--- src/rtl/rxr_pkg.sv ---
package rxr_pkg;
  localparam int HDR_BYTES = 4;
  localparam int PTR_BIAS  = 16;
  localparam int IRQ_OK    = 0;
  localparam int IRQ_OVF   = 4;
  localparam int IRQ_FOVF  = 6;

  typedef struct packed {
    logic [15:0] count;
    logic [15:0] status;
  } rx_hdr_t;
endpackage

--- src/rtl/rxr_rdptr.sv ---
module rxr_rdptr #(
  parameter int RING_BASE = 8192,
  parameter int PW = $clog2(RING_BASE) + 2
) (
  input  logic          clk,
  input  logic          rst,
  input  logic [1:0]    size_idx,
  input  logic          rd_we,
  input  logic [15:0]   rd_wdata,
  input  logic [PW-1:0] wr_ptr,
  output logic [PW-1:0] size_mask,
  output logic [PW:0]   free_bytes,
  output logic          empty
);
  logic [1:0]    shift;
  logic [PW:0]   ring_size;
  logic [PW-1:0] rd_eff;
  logic [PW-1:0] gap;
  logic [15:0]   eff16;

  assign shift      = (size_idx == 2'd3) ? 2'd2 : size_idx;
  assign ring_size  = (PW+1)'(RING_BASE) << shift;
  assign size_mask  = ring_size[PW-1:0] - PW'(1);
  assign eff16      = rd_wdata + 16'(rxr_pkg::PTR_BIAS);
  assign gap        = (rd_eff - wr_ptr) & size_mask;
  assign free_bytes = (gap == '0) ? ring_size : {1'b0, gap};

  generate
    if (PW < 16) begin : g_hi
      logic unused_hi;
      assign unused_hi = ^eff16[15:PW];
    end
  endgenerate

  always_ff @(posedge clk) begin
    if (rst) begin
      rd_eff <= '0;
      empty  <= 1'b1;
    end else begin
      if (rd_we) rd_eff <= eff16[PW-1:0] & size_mask;
      empty <= (rd_eff == wr_ptr);
    end
  end
endmodule

--- src/rtl/rxr_status.sv ---
module rxr_status #(
  parameter int MISS_W = 16
) (
  input  logic              clk,
  input  logic              rst,
  input  logic              set_ok,
  input  logic              set_ovf,
  input  logic              set_fovf,
  input  logic              clr_we,
  input  logic [15:0]       clr_data,
  output logic [15:0]       status,
  output logic [MISS_W-1:0] missed
);
  logic [15:0] set_vec;
  logic [15:0] clr_vec;

  always_comb begin
    set_vec = '0;
    set_vec[rxr_pkg::IRQ_OK]   = set_ok;
    set_vec[rxr_pkg::IRQ_OVF]  = set_ovf;
    set_vec[rxr_pkg::IRQ_FOVF] = set_fovf;
    clr_vec = clr_we ? clr_data : '0;
  end

  always_ff @(posedge clk) begin
    if (rst) begin
      status <= '0;
      missed <= '0;
    end else begin
      status <= (status & ~clr_vec) | set_vec;
      if (set_ovf || set_fovf) missed <= missed + MISS_W'(1);
    end
  end

  AST_W1C_OK: assert property (@(posedge clk) disable iff (rst)
    (clr_we && clr_data[rxr_pkg::IRQ_OK] && !set_ok) |=> !status[rxr_pkg::IRQ_OK]);
  AST_MISS_STEP: assert property (@(posedge clk) disable iff (rst)
    (missed != $past(missed)) |-> (missed == $past(missed) + MISS_W'(1)));
endmodule

--- src/rtl/rxr_wport.sv ---
module rxr_wport #(
  parameter int AW = 13
) (
  input  logic          clk,
  input  logic          rst,
  input  logic          req,
  input  logic [AW-1:0] addr,
  input  logic [31:0]   data,
  input  logic [3:0]    be,
  output logic          mem_we,
  output logic [AW-1:0] mem_addr,
  output logic [31:0]   mem_wdata,
  output logic [3:0]    mem_be
);
  always_ff @(posedge clk) begin
    if (rst) begin
      mem_we    <= 1'b0;
      mem_addr  <= '0;
      mem_wdata <= '0;
      mem_be    <= '0;
    end else begin
      mem_we <= req;
      if (req) begin
        mem_addr  <= addr;
        mem_wdata <= data;
        mem_be    <= be;
      end
    end
  end
endmodule

--- src/rtl/rxring_writer.sv ---
module rxring_writer #(
  parameter int RING_BASE = 8192,
  parameter int MISS_W    = 16,
  localparam int PW = $clog2(RING_BASE) + 2,
  localparam int AW = PW - 2,
  localparam int NW = 18
) (
  input  logic              clk,
  input  logic              rst,
  input  logic [1:0]        cfg_size_idx,
  input  logic              in_valid,
  input  logic [7:0]        in_data,
  input  logic              in_last,
  input  logic [15:0]       in_status,
  input  logic              rdptr_we,
  input  logic [15:0]       rdptr_wdata,
  input  logic              isr_clr_we,
  input  logic [15:0]       isr_clr_data,
  output logic [15:0]       irq_status,
  output logic              rx_empty,
  output logic [MISS_W-1:0] missed_count,
  output logic              mem_we,
  output logic [AW-1:0]     mem_addr,
  output logic [31:0]       mem_wdata,
  output logic [3:0]        mem_be
);
  import rxr_pkg::*;

  logic [15:0]   cnt;
  logic [16:0]   cnt_n;
  logic [31:0]   acc, word_n;
  logic          drop, lost, hdr_pend;
  rx_hdr_t       hdr_q;
  logic [PW-1:0] need_q, wr_ptr, size_mask, data_off;
  logic [PW:0]   free_bytes;
  logic [NW-1:0] need_n;
  logic          ovf_n, take, req;
  logic [1:0]    lane;
  logic [4:0]    be_wide;
  logic [AW-1:0] req_addr;
  logic [31:0]   req_data;
  logic [3:0]    req_be;
  logic          set_ovf, set_fovf;

  rxr_rdptr #(.RING_BASE(RING_BASE), .PW(PW)) u_rdptr (
    .clk(clk), .rst(rst), .size_idx(cfg_size_idx),
    .rd_we(rdptr_we), .rd_wdata(rdptr_wdata), .wr_ptr(wr_ptr),
    .size_mask(size_mask), .free_bytes(free_bytes), .empty(rx_empty));

  assign lane   = cnt[1:0];
  assign cnt_n  = {1'b0, cnt} + 17'd1;
  assign need_n = NW'(HDR_BYTES) + ((NW'(cnt_n) + NW'(3)) & ~NW'(3));
  assign ovf_n  = drop || (need_n >= NW'(free_bytes));
  assign take   = in_valid && !hdr_pend && !lost;
  assign be_wide = (5'd1 << (3'(lane) + 3'd1)) - 5'd1;
  assign data_off = (wr_ptr + PW'(HDR_BYTES) + {cnt[PW-1:2], 2'b00}) & size_mask;

  generate
    for (genvar l = 0; l < 4; l++) begin : g_lane
      assign word_n[8*l +: 8] = (lane == 2'(l)) ? in_data : acc[8*l +: 8];
    end
  endgenerate

  always_comb begin
    req      = 1'b0;
    req_addr = data_off[PW-1:2];
    req_data = word_n;
    req_be   = be_wide[3:0];
    if (hdr_pend) begin
      req      = 1'b1;
      req_addr = wr_ptr[PW-1:2];
      req_data = hdr_q;
      req_be   = 4'hF;
    end else if (take && (lane == 2'd3 || in_last) && !ovf_n) begin
      req = 1'b1;
    end
  end

  assign set_ovf  = take && in_last && ovf_n;
  assign set_fovf = hdr_pend && in_valid;

  always_ff @(posedge clk) begin
    if (rst) begin
      cnt      <= '0;
      acc      <= '0;
      drop     <= 1'b0;
      lost     <= 1'b0;
      hdr_pend <= 1'b0;
      hdr_q    <= '0;
      need_q   <= '0;
      wr_ptr   <= '0;
    end else begin
      hdr_pend <= 1'b0;
      if (hdr_pend) begin
        wr_ptr <= (wr_ptr + need_q) & size_mask;
        if (in_valid && !in_last) lost <= 1'b1;
      end else if (in_valid) begin
        if (lost) begin
          if (in_last) lost <= 1'b0;
        end else begin
          acc <= word_n;
          if (in_last) begin
            cnt  <= '0;
            drop <= 1'b0;
            if (!ovf_n) begin
              hdr_pend     <= 1'b1;
              hdr_q.count  <= cnt_n[15:0];
              hdr_q.status <= in_status;
              need_q       <= need_n[PW-1:0];
            end
          end else begin
            cnt  <= cnt_n[15:0];
            drop <= ovf_n;
          end
        end
      end
    end
  end

  rxr_wport #(.AW(AW)) u_wport (
    .clk(clk), .rst(rst), .req(req), .addr(req_addr), .data(req_data), .be(req_be),
    .mem_we(mem_we), .mem_addr(mem_addr), .mem_wdata(mem_wdata), .mem_be(mem_be));

  rxr_status #(.MISS_W(MISS_W)) u_status (
    .clk(clk), .rst(rst), .set_ok(hdr_pend), .set_ovf(set_ovf), .set_fovf(set_fovf),
    .clr_we(isr_clr_we), .clr_data(isr_clr_data),
    .status(irq_status), .missed(missed_count));

  AST_HDR_WRITE: assert property (@(posedge clk) disable iff (rst)
    hdr_pend |=> (mem_we && mem_be == 4'hF));
  AST_WR_HOLD: assert property (@(posedge clk) disable iff (rst)
    !hdr_pend |=> $stable(wr_ptr));
  AST_NO_OVERRUN: assert property (@(posedge clk) disable iff (rst)
    hdr_pend |-> ((PW+1)'(need_q) < free_bytes));
endmodule

--- config.mk ---
export PLATFORM = sky130hd
export DESIGN_NAME = rxring_writer
export DESIGN_NICKNAME = d
export VERILOG_FILES = /design/src/rtl/rxr_pkg.sv /design/src/rtl/rxr_rdptr.sv /design/src/rtl/rxr_status.sv /design/src/rtl/rxr_wport.sv /design/src/rtl/rxring_writer.sv
export SDC_FILE = /design/constraint.sdc
export NUM_CORES = 1
export LEC_CHECK = 0
export ABC_CLOCK_PERIOD_IN_PS = 5330
export BUFFER_PORTS_ARGS = -buffer_cell sky130_fd_sc_hd__buf_4
export CORE_MARGIN = 4
export CORE_UTILIZATION = 35
export DETAILED_ROUTE_END_ITERATION = 8
export PLACE_DENSITY = 0.6
export SYNTH_ARGS = -nofsm -noshare
export SYNTH_HDL_FRONTEND = slang
export SYNTH_SLANG_ARGS = --single-unit
export TNS_END_PERCENT = 100
--- constraint.sdc ---
create_clock -name clk -period 5.33 [get_ports clk]
set_clock_uncertainty 0.1 [all_clocks]
set_input_delay 0.7995 -clock clk [delete_from_list [all_inputs] [get_ports clk]]
set_output_delay 0.7995 -clock clk [all_outputs]
set_load 0.005 [all_outputs]
Word-level counts from Yosys, hierarchy flattened
Cells that the tools add are included.

operators by class
  reduce and logical (&&, ||, !) cells = 22
  add/sub/neg operators = 12
  equality and inequality tests = 6
  shift operators = 2
  bitwise logic cells = 12
  mux-type cells = 20
  magnitude comparators = 1

operator list
  operator                                            count
  bitwise AND 15 bit                                  4
  2-to-1 mux 16 bit                                   3
  2-to-1 mux 32 bit                                   1
  2-to-1 mux 8 bit                                    4
  adder 15 bit                                        2
  adder 17 x 2 -> 18 bit, second input constant       1
  adder 3 x 18 -> 18 bit, first input constant        1
  >= comparator 18 x 16 -> 1 bit                      1
  adder 16 x 1 -> 17 bit, second input constant       1
  adder 16 x 1 -> 16 bit, second input constant       1
  bitwise AND 16 bit                                  1
  NOT 16 bit                                          1
  bitwise OR 16 x 7 -> 16 bit                         1
  << shifter 14 x 2 -> 16 bit, first input constant   1
  adder 15 x 3 -> 15 bit, second input constant       1
  adder 15 x 5 -> 15 bit, second input constant       1
  equality test 15 bit                                1
  logical NOT 15 bit                                  1
  subtractor 15 x 1 -> 15 bit, second input constant  1
  subtractor 15 bit                                   1
  2-to-1 mux 13 bit                                   1
  2-to-1 mux 1 bit                                    9
  logical AND 1 bit                                   8
  equality test 2 bit, second input constant          3
  other kinds (16)                                    25

word-level totals
  input bits = 64
  output and inout port bits = 83
  logic and storage cells = 92
  bits in registers = 211

Depth between registers and ports, before layout
Gate-level depths: netlist (run 1).

  word-level depth = 13
  depth in mapped cells = 24
  mapped depth without buffers = 21

By module
A second synthesis (run 1) with hierarchy kept.

second synthesis, totals
  cell total of the unflattened synthesis = 1547
  area total of the unflattened synthesis = 12668.4 sq um

modules (own cells, without submodules)
  module         cells each  times used  seq. area each (sq um)  area an instance (sq um)
  rxring_writer  1022        1           2222.1                  7880.1
  rxr_wport      161         1           1001.0                  1796.7
  rxr_rdptr      229         1           320.3                   1744.2
  rxr_status     135         1           640.6                   1247.4

Least setup slack after synthesis (run 1)
Ideal clock, no wire load.

  path type = register to register
  start point = reg wr_ptr[2]
  end point = reg u_wport.mem_be[0]
  path buffers = 2
  slack = 536 ps
  stages on the path, launching flop included = 23
  clock period less this slack = 4794 ps
  data required time = 5097 ps
  arrival time = 4561 ps
  setup time = 133 ps
  cell sequence = dfxtp_1 > inv_1 > ha_1 > o21a_1 > o21ai_0 > a21boi_0 > o211ai_1 > a21boi_0 > o41ai_1 > mux2i_1 > nand2_1 > nor4b_1 > nand3b_1 > ha_1 > a211oi_1 > nand2_1 > a31oi_1 > nand2b_1 > nor3_2 > buf_2 > buf_2 > mux2i_1 > a21oi_1

on the way
  cells in the longest elaborated chain, start to end = 10

ends and longest elaborated chain
  what                                RTL line             RTL
  start: declaration                  rxring_writer.sv:34  logic [PW-1:0] need_q, wr_ptr, size_mask, data_off;
  start signal: assignment            rxring_writer.sv:95  wr_ptr <= (wr_ptr + need_q) & size_mask;
  subtractor 15 bit (*)               rxr_rdptr.sv:25      assign gap = (rd_eff - wr_ptr) & size_mask;
  bitwise AND 15 bit (*)              rxr_rdptr.sv:25
  logical NOT 15 bit                  rxr_rdptr.sv:26      assign free_bytes = (gap == '0) ? ring_size : {1'b0, gap};
  2-to-1 mux 16 bit (*)               rxr_rdptr.sv:26
  >= comparator 18 x 16 -> 1 bit (*)  rxring_writer.sv:53  assign ovf_n = drop || (need_n >= NW'(free_bytes));
  logical OR 1 bit (*)                rxring_writer.sv:53
  logical NOT 1 bit (*)               n/a
  logical AND 1 bit (*)               rxring_writer.sv:74  end else if (take && (lane == 2'd3 || in_last) && !ovf_n) begin
  2-to-1 mux 1 bit (*)                rxring_writer.sv:74
  2-to-1 mux 1 bit (*)                rxring_writer.sv:69  if (hdr_pend) begin
  end signal: assignment              rxr_wport.sv:20      mem_be <= '0;
  end signal: assignment              rxr_wport.sv:26      mem_be <= be;
  end: declaration                    rxr_wport.sv:13      output logic [3:0] mem_be

Every way passes the cells marked *; elsewhere a longest branch is shown, timed or not.
A chain may end at the register's enable or synchronous reset.

Final worst setup path (run 1)
  start point = reg cnt[1]
  end point = reg u_wport.mem_wdata[17]

on the way
  cells in the longest elaborated chain, start to end = 9
  elaborated cells between the ends (all ways) = 15
  classes of those cells = add/sub: 3; order compare: 1; eq/ne: 2; mux: 4; reduce/logical: 5

ends and longest elaborated chain
  what                            RTL line              RTL
  start: declaration              rxring_writer.sv:29   logic [15:0] cnt;
  start signal: assignment        rxring_writer.sv:112  cnt <= cnt_n[15:0];
  adder 16 x 1 -> 17 bit          rxring_writer.sv:51   assign cnt_n = {1'b0, cnt} + 17'd1;
  named net cnt_n[1]              rxring_writer.sv:30   logic [16:0] cnt_n;
  adder 17 x 2 -> 18 bit          rxring_writer.sv:52   assign need_n = NW'(HDR_BYTES) + ((NW'(cnt_n) + NW'(3)) & ~NW'(3));
  adder 3 x 18 -> 18 bit          rxring_writer.sv:52
  named net need_n[8]             rxring_writer.sv:36   logic [NW-1:0] need_n;
  >= comparator 18 x 16 -> 1 bit  rxring_writer.sv:53
  logical OR 1 bit                rxring_writer.sv:53
  logical NOT 1 bit               n/a
  logical AND 1 bit               rxring_writer.sv:74
  2-to-1 mux 1 bit                rxring_writer.sv:74
  2-to-1 mux 1 bit                rxring_writer.sv:69
  end signal: assignment          rxr_wport.sv:25       mem_wdata <= data;
  end: declaration                rxr_wport.sv:12       output logic [31:0] mem_wdata,

The timed path passes the listed nets, and every way through them passes these cells.

==> results of run 1 <==
[how the worst max path moves through the flow]
stage / startpoint / endpoint / slack, ns / cells past startpoint
final: cnt[1] / u_wport.mem_wdata[17] / 0.24 / 22
after global routing: cnt[1] / u_wport.mem_wdata[17] / -0.02 / 22
after CTS: wr_ptr[2] / u_wport.mem_wdata[17] / 0.02 / 22
after detailed placement: wr_ptr[2] / u_wport.mem_wdata[17] / -0.06 / 22
after global placement: cnt[0] / u_status.missed[13] / 0.14 / 19
after floorplan: wr_ptr[2] / u_wport.mem_be[0] / 0.54 / 22
[stage by stage]
step,worst slack (ns),setup TNS (ns),hold slack [ns]
4_1_cts,0.02155,0,0.3245
3_3_place_gp,0.1440,0,0.3248
6_report,0.2388,0,0.3333
3_5_place_dp,-0.05760,-0.1049,0.3254
5_1_grt,-0.01885,-0.08341,0.3329
2_1_floorplan,0.5364,0,0.3319
[layout by cell type (no fill, tap or decap), types with 10 or more instances in the layout]
cell                        instances
sky130_fd_sc_hd__nor4_1            12
sky130_fd_sc_hd__a21o_1            12
sky130_fd_sc_hd__xor2_1            27
sky130_fd_sc_hd__nand2b_1          10
sky130_fd_sc_hd__nand2_1          109
sky130_fd_sc_hd__mux2i_1           48
sky130_fd_sc_hd__nand3_1           25
sky130_fd_sc_hd__nor3_1            60
sky130_fd_sc_hd__a211oi_1          72
sky130_fd_sc_hd__a2111oi_1         13
sky130_fd_sc_hd__xnor2_1           47
sky130_fd_sc_hd__inv_1             56
sky130_fd_sc_hd__nand4_1           10
sky130_fd_sc_hd__ha_1              70
sky130_fd_sc_hd__clkbuf_16         27
sky130_fd_sc_hd__nor2_1           176
sky130_fd_sc_hd__and3_1            10
sky130_fd_sc_hd__or3_1             10
sky130_fd_sc_hd__a21oi_1           81
sky130_fd_sc_hd__buf_4            215
sky130_fd_sc_hd__a2111oi_0         14
sky130_fd_sc_hd__a22oi_1           19
sky130_fd_sc_hd__dfxtp_1          205
sky130_fd_sc_hd__nor2b_1           16
sky130_fd_sc_hd__o21ai_0           26
[kinds of logic after synthesis]
| logic type | synth area share |
|---|---|
| buffers and inverters | 0.05152 |
| adder cells (fa/ha/maj) | 0.08151 |
| AO/OA/AOI/OAI | 0.1911 |
| multiplexers | 0.04910 |
| other | 0.0003292 |
| flip-flops | 0.3638 |
| XOR/XNOR | 0.06053 |
| AND/OR/NAND/NOR | 0.2020 |
[metal layers]
metal / up-vias / GRT usage
li1: 5205 / -
met1: 4932 / 0.2399
met2: 233 / 0.2931
met3: 54 / 0.02871
met4: 0 / 0.04372
met5: - / 0
[layout make-up]
class | instances | area [um2]
Clock inverter | 8 | 103.9
Fill cell | 3095 | 17530
Multi-Input combinational cell | 1001 | 6792
Timing Repair Buffer | 225 | 1788
Sequential cell | 207 | 4146
Inverter | 57 | 214.0
Tap cell | 435 | 544.3
Clock buffer | 33 | 684.4
[registers in the layout (all words and copies together) (netlist names), 4 cells and up]
signal / cells
u_wport.mem_be: 4
cnt: 16
u_status.missed: 16
acc: 32
u_wport.mem_addr: 13
wr_ptr: 13
hdr_q: 32
u_status.status: 16
u_rdptr.rd_eff: 15
need_q: 13
u_wport.mem_wdata: 32
[synthesized netlist by cell type (all sizes together), types with 32 or more instances]
| library cell | n | share of area |
|---|---|---|
| mux2i | 48 | 0.042 |
| buf | 32 | 0.013 |
| a2111oi | 33 | 0.026 |
| inv | 56 | 0.018 |
| dfxtp | 207 | 0.36 |
| a211oi | 73 | 0.048 |
| xnor2 | 49 | 0.039 |
| ha | 71 | 0.078 |
| a21oi | 83 | 0.037 |
| nor2 | 176 | 0.058 |
| nand2 | 109 | 0.036 |
| clkbuf | 60 | 0.020 |
| nor3 | 63 | 0.029 |
[worst min-delay path, cell delays in order (launching register included)]
cell and delay, ns:
sky130_fd_sc_hd__dfxtp_1 0.30, sky130_fd_sc_hd__inv_1 0.05, sky130_fd_sc_hd__a211oi_1 0.04
[where the power goes]
| part | switching (mW) | internal [mW] | total (mW) |
|---|---|---|---|
| combinational | 0.298 | 0.247 | 0.545 |
| sequential | 0.0463 | 1.62 | 1.67 |
| clock | 0.668 | 0.991 | 1.66 |
[repair_timing]
item                       4_1_cts  5_1_grt
resized for setup                2       36
setup endpoints to repair       19      112
gates cloned                     0        5
pin swaps                        0        6
setup buffers                    0        6
==> results.json, run 1 <==
{
  "finalSetupViolations": 0,
  "cts_hold_repair.buffers": 0,
  "viasPerCell": 5.302,
  "routedWlPerCell_um": 16.85,
  "worst_hold_startpoint": "u_status.status[10]",
  "start_util": 0.3582,
  "top_layer_used": "met4",
  "finalCriticalPeriod_ns": 5.091,
  "drt.antenna.violating_nets": 0,
  "status": "finished clean",
  "worst-path-buf-inv": 4,
  "hold_path.class": "flip-flop to flip-flop",
  "met2RoutedLength_um": 15540,
  "critPathMaxFanout": 25,
  "async_reset_ff_frac": 0,
  "timing.fmax_ghz": 0.1964,
  "later_pin_clock_latency_in_the_skew_report_ns": 0.52,
  "grt_setup_unrepaired": "yes",
  "min_delay_path_depth": 2,
  "ctsHtreeMaxLevel": 1,
  "drt-initial-drc-count": 629,
  "die_x_um": 188.4,
  "cp.arrival_ns": 5.40,
  "timing_hold_violations_final": 0,
  "overflow": 0,
  "post_dp_cell_area_um2": 13210,
  "crit_chain": "inv_1, ha_1, nand2b_1, a21oi_1, a211oi_1, xnor2_1, ha_1, o21ai_0, o2bb2ai_2, o211a_1, xor2_2, ha_1, and4_1, o21ai_0, a31o_2, a21oi_2, nand2b_2, nor3_4, buf_12, buf_4, clkbuf_16, a2111oi_1",
  "die_height_um": 188.4,
  "synthToLayoutAreaGrowth_pct": 25.31,
  "cts_sinks": 207,
  "io_pins": 147,
  "avg_inst_size_synth_um2": 8.393,
  "cts-buffers-inserted": 24,
  "globalplace.congestion": 0.8923,
  "count_of_yosys_warnings_during_synthesis": 0,
  "dp.cells": 1914,
  "finalMaxSlewViolations": 0,
  "worst_r2r_path_depth": 22,
  "instances_no_fill": 1966,
  "grt_max_degree": 126,
  "clk_transition_reported_paths_ns": 0.06,
  "report.power.total_mw": 3.872,
  "hold-path-endpoint": "u_status.status[10]",
  "root_buffer": "sky130_fd_sc_hd__clkbuf_16",
  "layout.cell_area.non_filler_um2": 14270,
  "tritoncts": "built",
  "vias": 10420,
  "crit-reg2reg-launch": "cnt[1]",
  "grt_antenna_before_repair": 0,
  "synth_edf_count": 0,
  "critical-path-max-stage-delay_ns": 0.41,
  "final_min_period_over_clock_period": 0.9552,
  "regToRegEndpoint": "u_wport.mem_wdata[17]",
  "dp.final_hpwl_um": 23280,
  "ys.flop_type": "sky130_fd_sc_hd__dfxtp_1",
  "coreArea_um2": 31800,
  "n_antenna_cell": 0,
  "pwr_density_cell_nw_per_um2": 271.3,
  "mappedNetlistArea_um2": 11390,
  "m1WireLength_um": 15280,
  "vdd_ir_drop_max_mv": 0.2056,
  "drv_cap": 0,
  "detail_route.wirelength_um": 33120,
  "post_route_cells_drive_above_1_share": 0.1992,
  "worst-setup-path-type": "flip-flop to flip-flop",
  "final_nets": 1653,
  "worstMarginPinSlew_ns": 1.198,
  "wp_data_required_ns": 5.64,
  "detailroute.wirelength.met3_um": 1493,
  "detail_route.drc_violations": 0,
  "core_occupancy_in_the_finished_layout": 0.4488,
  "cp_slowest_cell": "sky130_fd_sc_hd__a2111oi_1",
  "drt_pass1_iterations": 5,
  "critical_path.top_delay_family": "compound AO/OA/AOI/OAI gates",
  "clk_path_buf_depth": 3,
  "synth.net_count": 1494,
  "worst_path_most_repeated_cell": "sky130_fd_sc_hd__ha_1",
  "setup.worst_path.start_class": "flip-flop",
  "numPortBuffers": 145,
  "timing.max_slew.rel_slack": 0.1984,
  "synth_seq_area_share": 0.3638,
  "netlist-cell-type-count": 77,
  "rows": 65,
  "timing.reg2reg.setup_slack_ns": 0.24,
  "postSynthCellCount": 1357,
  "global_route_wire_length_before_repair_um": 52560,
  "leakage_nw": 5.772,
  "postSynthRegisterBits": 207,
  "die-area_um2": 35490,
  "timing.critical_path.to_type": "flip-flop",
  "grt_usage": 0.1762,
  "grt_pass1_vias": 9851
}
Power figures use the tool's default switching activity.
==> inputs of run 2 (changes only) <==
- CORE_ASPECT_RATIO: default -> 0.75
==> run 2 against run 1 <==
Clock-buffer cell count increased by 3. First-iteration DRC count up 22%. Non-clock buffer count shrank 5. Die area is essentially flat. Fmax about the same. Worst hold slack about the same. Worst setup slack got worse by 0.0043 ns. Design area up 0.75%. Utilization rose by 0.52 points. Sequential share of layout area decreased by 0.22 points. Clock power decreased by 2%. Critical path type unchanged. Largest power group unchanged. Highest routed layer unchanged.
==> results.json, run 2 (same netlist as run 1, synthesis figures left out) <==
{
  "grt_antenna_before_repair": 0,
  "worst_hold_startpoint": "u_status.status[3]",
  "power.combinational.fraction": 0.149,
  "hold-path-endpoint": "u_status.status[3]",
  "dp.final_hpwl_um": 23360,
  "vias": 10380,
  "setup.worst_path.start_class": "flip-flop",
  "status": "finished clean",
  "tritoncts": "built",
  "io_pins": 147,
  "timing_hold_violations_final": 0,
  "drv_cap": 0,
  "critical_path.top_delay_family": "compound AO/OA/AOI/OAI gates",
  "final_min_period_over_clock_period": 0.9560,
  "timing.max_slew.rel_slack": 0.2558,
  "layout_commonest_cell": "sky130_fd_sc_hd__buf_4",
  "die-area_um2": 35520,
  "globalplace.congestion": 0.8902,
  "grt_pass1_vias": 9831,
  "root_buffer": "sky130_fd_sc_hd__clkbuf_16",
  "fill_cells": 3135,
  "rows": 56,
  "crit-reg2reg-launch": "cnt[1]",
  "timing.fmax_ghz": 0.1963,
  "later_pin_clock_latency_in_the_skew_report_ns": 0.52,
  "coreArea_um2": 31670,
  "regToRegEndpoint": "u_wport.mem_wdata[23]",
  "clk_path_buf_depth": 3,
  "wp_data_required_ns": 5.63,
  "overflow": 0,
  "layout.cells.most_common_list": "sky130_fd_sc_hd__buf_4, sky130_fd_sc_hd__dfxtp_1, sky130_fd_sc_hd__nor2_1",
  "min_delay_path_depth": 2,
  "timing.critical_path.to_type": "flip-flop",
  "finalCriticalPeriod_ns": 5.095,
  "worst-path-buf-inv": 4,
  "routedWlPerCell_um": 17.12,
  "leakage_nw": 5.764,
  "ctsHtreeMaxLevel": 1,
  "cp_slowest_cell": "sky130_fd_sc_hd__a2111oi_2",
  "p_seq_frac": 0.432,
  "post_route_cells_drive_above_1_share": 0.2064,
  "p_int_mw": 2.837,
  "grt_usage": 0.1821,
  "die_height_um": 164.2,
  "reg_top3": "acc: 32 flops, hdr_q: 32 flops, u_wport.mem_wdata: 32 flops",
  "critical-path-max-stage-delay_ns": 0.40,
  "drt.antenna.violating_nets": 0,
  "power.share.clock": 0.419,
  "drt_pass1_iterations": 5,
  "cts_sinks": 207,
  "worst-setup-path-type": "flip-flop to flip-flop",
  "clk_transition_reported_paths_ns": 0.06,
  "finalMaxSlewViolations": 0,
  "critPathMaxFanout": 22,
  "crit_path_start": "cnt[1]",
  "synthToLayoutAreaGrowth_pct": 26.25,
  "detail_route.drc_violations": 0,
  "final_nets": 1648,
  "pwr_density_cell_nw_per_um2": 268.0,
  "total_switching_power_mw": 1.017,
  "cts_hold_repair.buffers": 0,
  "numPortBuffers": 145,
  "finalSetupViolations": 0,
  "die_x_um": 216.3,
  "vdd_ir_drop_max_mv": 0.1601,
  "n_antenna_cell": 0,
  "start_util": 0.3596,
  "viasPerCell": 5.293,
  "core_occupancy_in_the_finished_layout": 0.4541,
  "aggregate_negative_setup_slack_ns": 0,
  "grt_max_degree": 131,
  "timing.reg2reg.setup_slack_ns": 0.23,
  "p_sw_frac": 0.2638,
  "cp.arrival_ns": 5.40,
  "drt-initial-drc-count": 770,
  "cts-buffers-inserted": 24,
  "detail_route.wirelength_um": 33570,
  "crit_chain": "inv_1, ha_1, nand2b_1, a21oi_1, a211oi_2, xnor2_1, ha_2, o21ai_0, o2bb2ai_2, o211a_1, nand3_1, xnor2_1, ha_1, o2111ai_1, a31o_2, a21oi_4, nand2b_4, nor3_4, buf_12, buf_6, bufbuf_16, a2111oi_2",
  "hold_path.class": "flip-flop to flip-flop",
  "worst_r2r_path_depth": 22,
  "worstMarginPinSlew_ns": 1.116,
  "global_route_wire_length_before_repair_um": 53410
}
-- run 2: changes by cell type in the layout (fill, tap and decap cells not counted), moves of 3 or more --
cell                        previous run  this run
sky130_fd_sc_hd__a2111oi_2             6        16
sky130_fd_sc_hd__a2111oi_0            14         7
sky130_fd_sc_hd__buf_4               215       209
sky130_fd_sc_hd__a2111oi_1            13         9
sky130_fd_sc_hd__buf_12                3         6
sky130_fd_sc_hd__clkbuf_1              4         7
-- run 2: power groups by stage --
| stage | sequential, mW | clock, mW | combinational [mW] |
|---|---|---|---|
| 5_1_grt | 1.67 | 1.72 | 0.636 |
| 4_1_cts | 1.66 | 1.65 | 0.538 |
| 6_report | 1.66 | 1.62 | 0.573 |
| 3_5_place_dp | 1.70 | 0 | 0.526 |
| 3_3_place_gp | 1.70 | 0 | 0.517 |
| 2_1_floorplan | 1.69 | 0 | 0.321 |
-- run 2: area by class of cell --
type | count | area [um2] | area share
Multi-Input combinational cell | 1001 | 6929 | 0.4819
Inverter | 57 | 214.0 | 0.01488
Tap cell | 435 | 544.3 | 0.03785
Timing Repair Buffer | 220 | 1784 | 0.1241
Sequential cell | 207 | 4146 | 0.2884
Clock buffer | 36 | 706.9 | 0.04916
Clock inverter | 5 | 55.05 | 0.003828
-- run 2: per-stage QoR --
| step | worst slack, ns | std cells | total power [mW] | hold slack [ns] | cell area [um2] |
|---|---|---|---|---|---|
| after global routing | -0.01908 | 1961 | 4.029 | 0.3369 | 14380 |
| final | 0.2345 | 1961 | 3.854 | 0.3333 | 14380 |
| after floorplan | 0.5364 | 1357 | 2.011 | 0.3319 | 11390 |
| after global placement | 0.04801 | 1913 | 2.214 | 0.3233 | 13240 |
| after CTS | -0.02318 | 1957 | 3.855 | 0.3314 | 14060 |
| after detailed placement | -0.05213 | 1913 | 2.224 | 0.3259 | 13240 |
-- run 2: repair_timing --
action / CTS / global route
endpoints found under the setup margin: 39 / 113
setup buffers: 2 / 3
pin swaps: 3 / 5
gates cloned: 1 / 1
gates resized for setup: 5 / 66
-- run 2: layer usage --
| layer | global-route usage | part of all wire |
|---|---|---|
| met1 | 0.2716 | 0.50 |
| met2 | 0.2735 | 0.43 |
| met3 | 0.03495 | 0.061 |
| met4 | 0.03751 | 0.015 |
| met5 | 0 | 0 |
-- run 2: worst max path at each step --
stage | endpoint | cells after the start
floorplan | u_wport.mem_be[0] | 22
finish | u_wport.mem_wdata[23] | 22
detailed placement | u_wport.mem_wdata[23] | 23
CTS | u_wport.mem_wdata[9] | 23
global placement | u_wport.mem_wdata[0] | 23
global route | u_wport.mem_wdata[18] | 24
-- run 2: worst register-to-register path: cells and delay by family, from the launching register on --
kind / cells / cell delay [ns]
compound gates: 9 / 1.91
buf+inv: 4 / 0.71
fa+ha+maj: 3 / 0.92
xor+xnor: 2 / 0.41
flops: 1 / 0.39
simple gates: 4 / 0.56
